## src/rtl/pic8_pkg.sv

```systemverilog
package pic8_pkg;

    typedef enum logic [1:0] {
        ST_IDLE    = 2'd0,
        ST_RAISE   = 2'd1,
        ST_DELIVER = 2'd2
    } pic_state_t;

    typedef enum logic [1:0] {
        SEL_MODE = 2'd0,
        SEL_MASK = 2'd1,
        SEL_BASE = 2'd2,
        SEL_EOI  = 2'd3
    } cfg_sel_t;

endpackage

```

## src/rtl/pic8_pick.sv

```systemverilog
// Rotating priority picker: the bit right after low_ptr is highest priority.
module pic8_pick #(
    parameter  int IDX_W = 3,
    localparam int N     = 1 << IDX_W
) (
    input  logic [N-1:0]     bits,
    input  logic [IDX_W-1:0] low_ptr,
    output logic             found,
    output logic [IDX_W-1:0] idx,
    output logic [IDX_W-1:0] rank
);

    logic [N-1:0] rot;

    genvar k;
    generate
        for (k = 0; k < N; k++) begin : g_rot
            logic [IDX_W-1:0] pos;
            assign pos    = low_ptr + IDX_W'(k + 1);
            assign rot[k] = bits[pos];
        end
    endgenerate

    always_comb begin
        found = 1'b0;
        rank  = '0;
        for (int j = N - 1; j >= 0; j--) begin
            if (rot[j]) begin
                found = 1'b1;
                rank  = IDX_W'(j);
            end
        end
    end

    assign idx = low_ptr + rank + 1'b1;

endmodule

```

## src/rtl/pic8_latch.sv

```systemverilog
// Request latch: level inputs set bits, acknowledge clears the chosen bit.
module pic8_latch #(
    parameter  int IDX_W = 3,
    localparam int N     = 1 << IDX_W
) (
    input  logic             clk,
    input  logic             rst_n,
    input  logic [N-1:0]     lines,
    input  logic             clr_en,
    input  logic [IDX_W-1:0] clr_idx,
    output logic [N-1:0]     irr
);

    logic [N-1:0] clr_vec;

    always_comb begin
        clr_vec = '0;
        if (clr_en) clr_vec[clr_idx] = 1'b1;
    end

    always_ff @(posedge clk) begin
        if (!rst_n) irr <= '0;
        else        irr <= (irr | lines) & ~clr_vec;
    end

    // an acknowledged request is gone right after the acknowledge edge
    p_ack_clears_r2: assert property (@(posedge clk) disable iff (!rst_n)
        clr_en |=> !irr[$past(clr_idx)]);

endmodule

```

## src/rtl/pic8_svc.sv

```systemverilog
// In-service set and rotation pointer; end-of-interrupt handling.
module pic8_svc #(
    parameter  int IDX_W = 3,
    localparam int N     = 1 << IDX_W
) (
    input  logic             clk,
    input  logic             rst_n,
    input  logic             set_en,
    input  logic [IDX_W-1:0] set_idx,
    input  logic             eoi,
    input  logic             rotate,
    output logic [N-1:0]     isr,
    output logic [IDX_W-1:0] eff_ptr,
    output logic             isr_any,
    output logic [IDX_W-1:0] isr_rank
);

    logic [IDX_W-1:0] rot_ptr;
    logic [IDX_W-1:0] top_idx;
    logic [N-1:0]     set_vec;
    logic [N-1:0]     eoi_vec;

    assign eff_ptr = rotate ? rot_ptr : {IDX_W{1'b1}};

    pic8_pick #(.IDX_W(IDX_W)) u_top (
        .bits    (isr),
        .low_ptr (eff_ptr),
        .found   (isr_any),
        .idx     (top_idx),
        .rank    (isr_rank)
    );

    always_comb begin
        set_vec = '0;
        eoi_vec = '0;
        if (set_en)            set_vec[set_idx] = 1'b1;
        if (eoi && isr_any)    eoi_vec[top_idx] = 1'b1;
    end

    always_ff @(posedge clk) begin
        if (!rst_n) begin
            isr     <= '0;
            rot_ptr <= {IDX_W{1'b1}};
        end else begin
            isr <= (isr & ~eoi_vec) | set_vec;
            if (eoi && isr_any && rotate) rot_ptr <= top_idx;
        end
    end

    // each acknowledge adds exactly one in-service bit
    p_set_adds_r5: assert property (@(posedge clk) disable iff (!rst_n)
        (set_en && !eoi && !isr[set_idx]) |=>
            ($countones(isr) == $past($countones(isr)) + 1));

    // end-of-interrupt removes exactly one bit
    p_eoi_drops_r7: assert property (@(posedge clk) disable iff (!rst_n)
        (eoi && isr_any && !set_en) |=>
            ($countones(isr) == $past($countones(isr)) - 1));

    // end-of-interrupt with nothing in service leaves the pointer alone
    p_eoi_empty_r7: assert property (@(posedge clk) disable iff (!rst_n)
        (eoi && !isr_any) |=> $stable(rot_ptr));

endmodule

```

## src/rtl/pic8_ctrl.sv

```systemverilog
// Top: configuration registers, eligibility and processor handshake FSM.
module pic8_ctrl
    import pic8_pkg::*;
#(
    parameter  int IDX_W  = 3,
    parameter  int VEC_W  = 8,
    localparam int N      = 1 << IDX_W,
    localparam int BASE_W = VEC_W - IDX_W
) (
    input  logic             clk,
    input  logic             rst_n,
    input  logic [N-1:0]     irq_lines,
    output logic             int_req,
    input  logic             int_ack,
    output logic [VEC_W-1:0] vec_out,
    output logic             vec_valid,
    input  logic             cfg_we,
    input  logic [1:0]       cfg_sel,
    input  logic [N-1:0]     cfg_wdata
);

    pic_state_t        state_q, state_d;
    logic              rot_mode;
    logic [N-1:0]      mask_q;
    logic [BASE_W-1:0] base_q;
    logic [VEC_W-1:0]  vec_q;

    logic [N-1:0]      irr;
    logic [N-1:0]      pending;
    logic [N-1:0]      isr;
    logic              cand_found;
    logic [IDX_W-1:0]  cand_idx;
    logic [IDX_W-1:0]  cand_rank;
    logic [IDX_W-1:0]  eff_ptr;
    logic              isr_any;
    logic [IDX_W-1:0]  isr_rank;
    logic              eligible;
    logic              take;
    logic              eoi_pulse;

    // configuration write port
    assign eoi_pulse = cfg_we && (cfg_sel == SEL_EOI);

    always_ff @(posedge clk) begin
        if (!rst_n) begin
            rot_mode <= 1'b0;
            mask_q   <= '0;
            base_q   <= '0;
        end else if (cfg_we) begin
            unique case (cfg_sel_t'(cfg_sel))
                SEL_MODE: rot_mode <= cfg_wdata[0];
                SEL_MASK: mask_q   <= cfg_wdata;
                SEL_BASE: base_q   <= cfg_wdata[BASE_W-1:0];
                SEL_EOI:  ;
            endcase
        end
    end

    pic8_latch #(.IDX_W(IDX_W)) u_latch (
        .clk     (clk),
        .rst_n   (rst_n),
        .lines   (irq_lines),
        .clr_en  (take),
        .clr_idx (cand_idx),
        .irr     (irr)
    );

    assign pending = irr & ~mask_q;

    pic8_pick #(.IDX_W(IDX_W)) u_cand (
        .bits    (pending),
        .low_ptr (eff_ptr),
        .found   (cand_found),
        .idx     (cand_idx),
        .rank    (cand_rank)
    );

    pic8_svc #(.IDX_W(IDX_W)) u_svc (
        .clk      (clk),
        .rst_n    (rst_n),
        .set_en   (take),
        .set_idx  (cand_idx),
        .eoi      (eoi_pulse),
        .rotate   (rot_mode),
        .isr      (isr),
        .eff_ptr  (eff_ptr),
        .isr_any  (isr_any),
        .isr_rank (isr_rank)
    );

    assign eligible = cand_found && (!isr_any || (cand_rank < isr_rank));

    // state register
    always_ff @(posedge clk) begin
        if (!rst_n) state_q <= ST_IDLE;
        else        state_q <= state_d;
    end

    // next state: arm, take, withdraw, finish
    always_comb begin
        state_d = state_q;
        unique case (state_q)
            ST_IDLE:    if (eligible) state_d = ST_RAISE;
            ST_RAISE: begin
                if (!eligible)    state_d = ST_IDLE;
                else if (int_ack) state_d = ST_DELIVER;
            end
            ST_DELIVER: state_d = ST_IDLE;
            default:    state_d = ST_IDLE;
        endcase
    end

    // outputs
    always_comb begin
        int_req   = 1'b0;
        vec_valid = 1'b0;
        take      = 1'b0;
        unique case (state_q)
            ST_IDLE:    ;
            ST_RAISE: begin
                int_req = 1'b1;
                take    = int_ack && eligible;
            end
            ST_DELIVER: vec_valid = 1'b1;
            default:    ;
        endcase
    end

    always_ff @(posedge clk) begin
        if (!rst_n)    vec_q <= '0;
        else if (take) vec_q <= {base_q, cand_idx};
    end

    assign vec_out = vec_q;

    // the vector pulse lasts one cycle
    p_vec_pulse_r6: assert property (@(posedge clk) disable iff (!rst_n)
        vec_valid |=> !vec_valid);

    // the cycle after a take carries that line's vector
    p_vec_after_take_r6: assert property (@(posedge clk) disable iff (!rst_n)
        take |=> (vec_valid && (vec_out[IDX_W-1:0] == $past(cand_idx))));

    // a masked line is never taken
    p_take_unmasked_r3: assert property (@(posedge clk) disable iff (!rst_n)
        take |-> !mask_q[cand_idx]);

    // a taken line outranks everything already in service
    p_take_outranks_r5: assert property (@(posedge clk) disable iff (!rst_n)
        take |-> (!isr_any || (cand_rank < isr_rank)));

endmodule

```

## config.mk

```make
export PLATFORM = sky130hd
export DESIGN_NAME = pic8_ctrl
export DESIGN_NICKNAME = d
export VERILOG_FILES = /design/src/rtl/pic8_pkg.sv /design/src/rtl/pic8_pick.sv /design/src/rtl/pic8_latch.sv /design/src/rtl/pic8_svc.sv /design/src/rtl/pic8_ctrl.sv
export SDC_FILE = /design/constraint.sdc
export NUM_CORES = 1
export LEC_CHECK = 0
export BUFFER_PORTS_ARGS = -buffer_cell sky130_fd_sc_hd__clkbuf_2
export CAP_MARGIN = 40
export CORE_ASPECT_RATIO = 1.5
export CORE_MARGIN = 1.5
export CORE_UTILIZATION = 57
export DETAILED_ROUTE_END_ITERATION = 16
export HOLD_SLACK_MARGIN = 0.06
export PLACE_DENSITY_LB_ADDON = 0.15
export SYNTH_ARGS = -nofsm -noshare
export SYNTH_HDL_FRONTEND = slang
export SYNTH_HIERARCHICAL = 1
export SYNTH_SLANG_ARGS = --single-unit
```

## constraint.sdc

```tcl
create_clock -name clk -period 4.6 [get_ports clk]
set_input_delay 0.46 -clock clk [delete_from_list [all_inputs] [get_ports clk]]
set_output_delay 0.46 -clock clk [all_outputs]
set_load 0.02 [all_outputs]
```

==> summary.txt <==
Status
  • Outcome: finished, final reports clean

Power
  • Net Sw Frac: approximately a third
  • Pwr per Cell Area: 256.0 mW/mm2
  • Gate power share: 29.8%
  • Flop pwr share: 45.7%
  • Internal: around 0.6 mW
  • Worst VDD drop: about 0.2 mV
  • Leakage: 1.492 nW
  • Clock share of power: roughly a quarter
  • Switch Pwr: ~0.29 mW

Yosys
  • YS warnings: 6
  • Post-Synth Adder-Cell Area: 4.370%
  • Synth async-reset ratio: 0%
  • Mapped Cells: between 300 and 400
  • Synth Area in Compound Gates: 19.00%
  • Prevailing post-synth register cell: dfxtp_1
  • Syn avg cell area: around 9.4 um2
  • Post-synthesis mux area share: around 22%
  • Largest family of logic cells by synthesized area: multiplexers
  • Post-Synth Simple-Gate Area: 20.80%
  • Number of synthesized flops with an enable pin: 0
  • #FFs+latches synth: 43
  • Synthesized area: 0.003207 mm2
  • Synth Net Count: approximately 370
  • Sequential fraction of the synthesis area: 26.84%
  • XOR/XNOR share of the synthesized area: 2.185%
  • Synth unique cells: 54

Drt
  • DRC: 0
  • DR vias: around 2700
  • 1st-iter DRT viols: ~120
  • Routed WL per cell: between 15 and 20 um
  • Wirelength, routed: 7.393 mm
  • Antenna-violating nets left: 0
  • Drt via density: 6.206
  • 1st-pass router iterations: 5

STA
  • Final setup viols: 0
  • Slew margin rel.: between 50% and 60%
  • Max Freq: 0.2387 GHz
  • Fin crit period: roughly 4.2 ns
  • Max-slew violation count: 0
  • Tightest Pin Transition: 0.7378 ns
  • Tcrit/Tclk final: just over 90%
  • Final Skew: about 0.0048 ns
  • Fin. Hold Viols: 0
  • Final WS setup: ~0.4 ns
  • Setup TNS Final: 0 ns
  • RSZ-0062 raised after global routing: false

Die
  • Core box area: around 0.0055 mm2
  • Cell Rows: 33
  • IO Count: 32
  • Die Area: between 0.006 and 0.007 mm2
  • Die Wd: about 64 um
  • DIE HEIGHT: approximately 95 um
  • Starting Density: about three fifths

Place
  • Hpwl dp: roughly 5.8 mm
  • DP Worst Slack: 0.4915 ns
  • Inst Count DP: ~440
  • GP Congestion: around 0.82
  • Port Buffer Count: 31
  • Placement-stage cell area: roughly 0.0034 mm2

Critical path
  • R2R depth: 16
  • Worst path most repeated cell: a21oi_1
  • WP data arrival: 4.35 ns
  • Internal reg-to-reg setup slack: 0.41 ns
  • Crit Path Max Fanout: 10
  • CP max-delay cell: mux4_2
  • Critical path depth: 16
  • CP endpoint kind: flop
  • Critical path launch point type: flop
  • WP buf/inv: 2
  • Critical path, cell by cell: nand2b_1, buf_4, inv_1, ha_1, mux4_2, nor2b_1, a211oi_1, nand2_1, nand3_1, a21oi_1, ha_1, a21oi_1, o21ai_2, a21oi_1, nor2b_2, a31oi_1
  • Max stage delay on crit path: 0.57 ns
  • Kind of critical path: flop to flop
  • Delay-heaviest family, CP: compound AO/OA/AOI/OAI gates
  • Required @ worst endpoint: ~4.8 ns

Worst hold path
  • Worst min path class: primary input to flop
  • Min-Delay Path Depth: 3

CTS
  • CTS max path bufs: 2
  • CTS Buf Count: 5
  • Sinks on Clock Net: 43
  • CTS tree: yes
  • Hold_buf cts: 0
  • Clk_lat worst skew: a little under 0.3 ns
  • CTS clock-pin slew for the worst setup and hold paths: around 0.07 ns
  • H-tree depth: 2
  • Setup bufs post-CTS: 0
  • Root Driver: clkbuf_8
  • Post-cts resize count: 0

Global route
  • Gr usage total: around a quarter
  • Largest net degree at the start of global routing: 24
  • Vias in the first global route: between 2000 and 3000
  • Initial antenna violation count: 0
  • First-pass GRT wire length: approximately 13 mm
  • GR Overflow Total: 0

Finish
  • Non-Filler Instances: between 400 and 500
  • Layout net count: approximately 400
  • Ant. Diodes: 0
  • Fill cells: slightly below 500
  • Fin area: approximately 0.0035 mm2
  • Layout cells sized above 1: around a fifth
  • Syn-to-layout area delta: 8.662%

Job
  • Maxcap violations: 0
[cells in the mapped netlist, types with 6 or more instances]
cell type	number	area share, %
a31oi_1	12	2.3
mux2i_1	21	6.6
a21boi_1	8	1.9
ha_1	8	3.1
nand2b_1	9	1.8
o21ai_0	15	2.3
mux4_1	6	4.9
nor2_1	19	2.2
nor3b_1	10	2.3
nand2_1	14	1.6
nor2b_1	17	3.3
nand3_1	26	4.1
a21oi_1	12	1.9
dfxtp_1	43	27
inv_1	13	1.5
mux4_2	12	8.4
xnor2_1	6	1.6
o21ai_1	11	1.7
[final cells by class]
cell class	instances	area, um2	area share, %
repair buffers	39	215.2	6.176
multi-input cells	270	2200	63.12
well taps	70	87.58	2.513
clock buffers	6	72.57	2.083
flip-flops and latches	43	860.8	24.70
inverters	13	48.80	1.400
[worst paths after layout]
| path | startpoint | endpoint |
|---|---|---|
| max | rot_mode | u_latch/irr[6] |
| min | cfg_wdata[6] | mask_q[6] |
| max reg2reg | rot_mode | u_latch/irr[6] |
| min reg2reg | u_svc/rot_ptr[1] | u_svc/rot_ptr[1] |
[power groups by stage]
| stage | logic (mW) | clock network [mW] | registers (mW) |
|---|---|---|---|
| after global routing | 0.293 | 0.239 | 0.411 |
| after detailed placement | 0.262 | 0 | 0.417 |
| after floorplan | 0.190 | 0 | 0.416 |
| after global placement | 0.261 | 0 | 0.416 |
| final | 0.266 | 0.219 | 0.408 |
| after CTS | 0.263 | 0.225 | 0.408 |
[worst register-to-register path, delay by kind of cell (launching register included)]
| kind | cells | cell delay, ns |
|---|---|---|
| DFF | 1 | 0.35 |
| and+or+nand+nor | 5 | 0.81 |
| muxes | 1 | 0.57 |
| buffers and inverters | 2 | 0.31 |
| AOI/OAI and AO/OA | 6 | 1.31 |
| adders and majority gates | 2 | 0.70 |
[sequential cells by signal, indices dropped and copies added, names as in the netlist]
signal         flops
mask_q             8
u_latch/irr        8
u_svc/isr          8
vec_out            8
base_q             5
u_svc/rot_ptr      3
state_q            2
rot_mode           1
[cell usage in the layout, fill, tap and decap left out, types with 5 or more instances in the layout]
| cell type | count |
|---|---|
| buf_4 | 8 |
| a31oi_1 | 12 |
| a22oi_1 | 5 |
| o21ai_0 | 15 |
| a21boi_1 | 8 |
| nand2_1 | 14 |
| inv_1 | 13 |
| xnor2_1 | 6 |
| o21ai_1 | 11 |
| a21oi_1 | 12 |
| nor2b_1 | 17 |
| nor3b_1 | 10 |
| mux2i_1 | 21 |
| nand2b_1 | 9 |
| mux4_1 | 6 |
| a32oi_1 | 5 |
| clkbuf_8 | 5 |
| nand3_1 | 26 |
| clkbuf_2 | 31 |
| mux4_2 | 12 |
| ha_1 | 8 |
| nor2_1 | 19 |
| dfxtp_1 | 43 |
[stage by stage]
step	utilization [%]	power, mW	hold WS (ns)
4_1_cts	63.93	0.8964	0.4010
2_1_floorplan	-	0.6062	0.4360
5_1_grt	63.93	0.9426	0.4048
6_report	63.93	0.8921	0.4025
3_5_place_dp	62.60	0.6782	0.4612
3_3_place_gp	62.60	0.6768	0.4482
[routing by layer]
metal / up-vias / part of all wire (%) / GRT usage (%)
met1: 1307 / 40 / 31.76
met5: - / 0 / 0
met2: 77 / 54 / 49.13
met3: 10 / 3.8 / 3.218
met4: 0 / 1.9 / 9.397
li1: 1343 / - / -
[cell families (layout without fill, tap and decap cells)]
family                     after synthesis  after routing
and+or+nand+nor                        118            118
adders and majority gates               10             10
AOI/OAI and AO/OA                       89             89
buffers and inverters                   27             58
DFF                                     43             43
xor gates and xnor gates                 8              8
muxes                                   45             45
(Power assumes the default switching activity.)
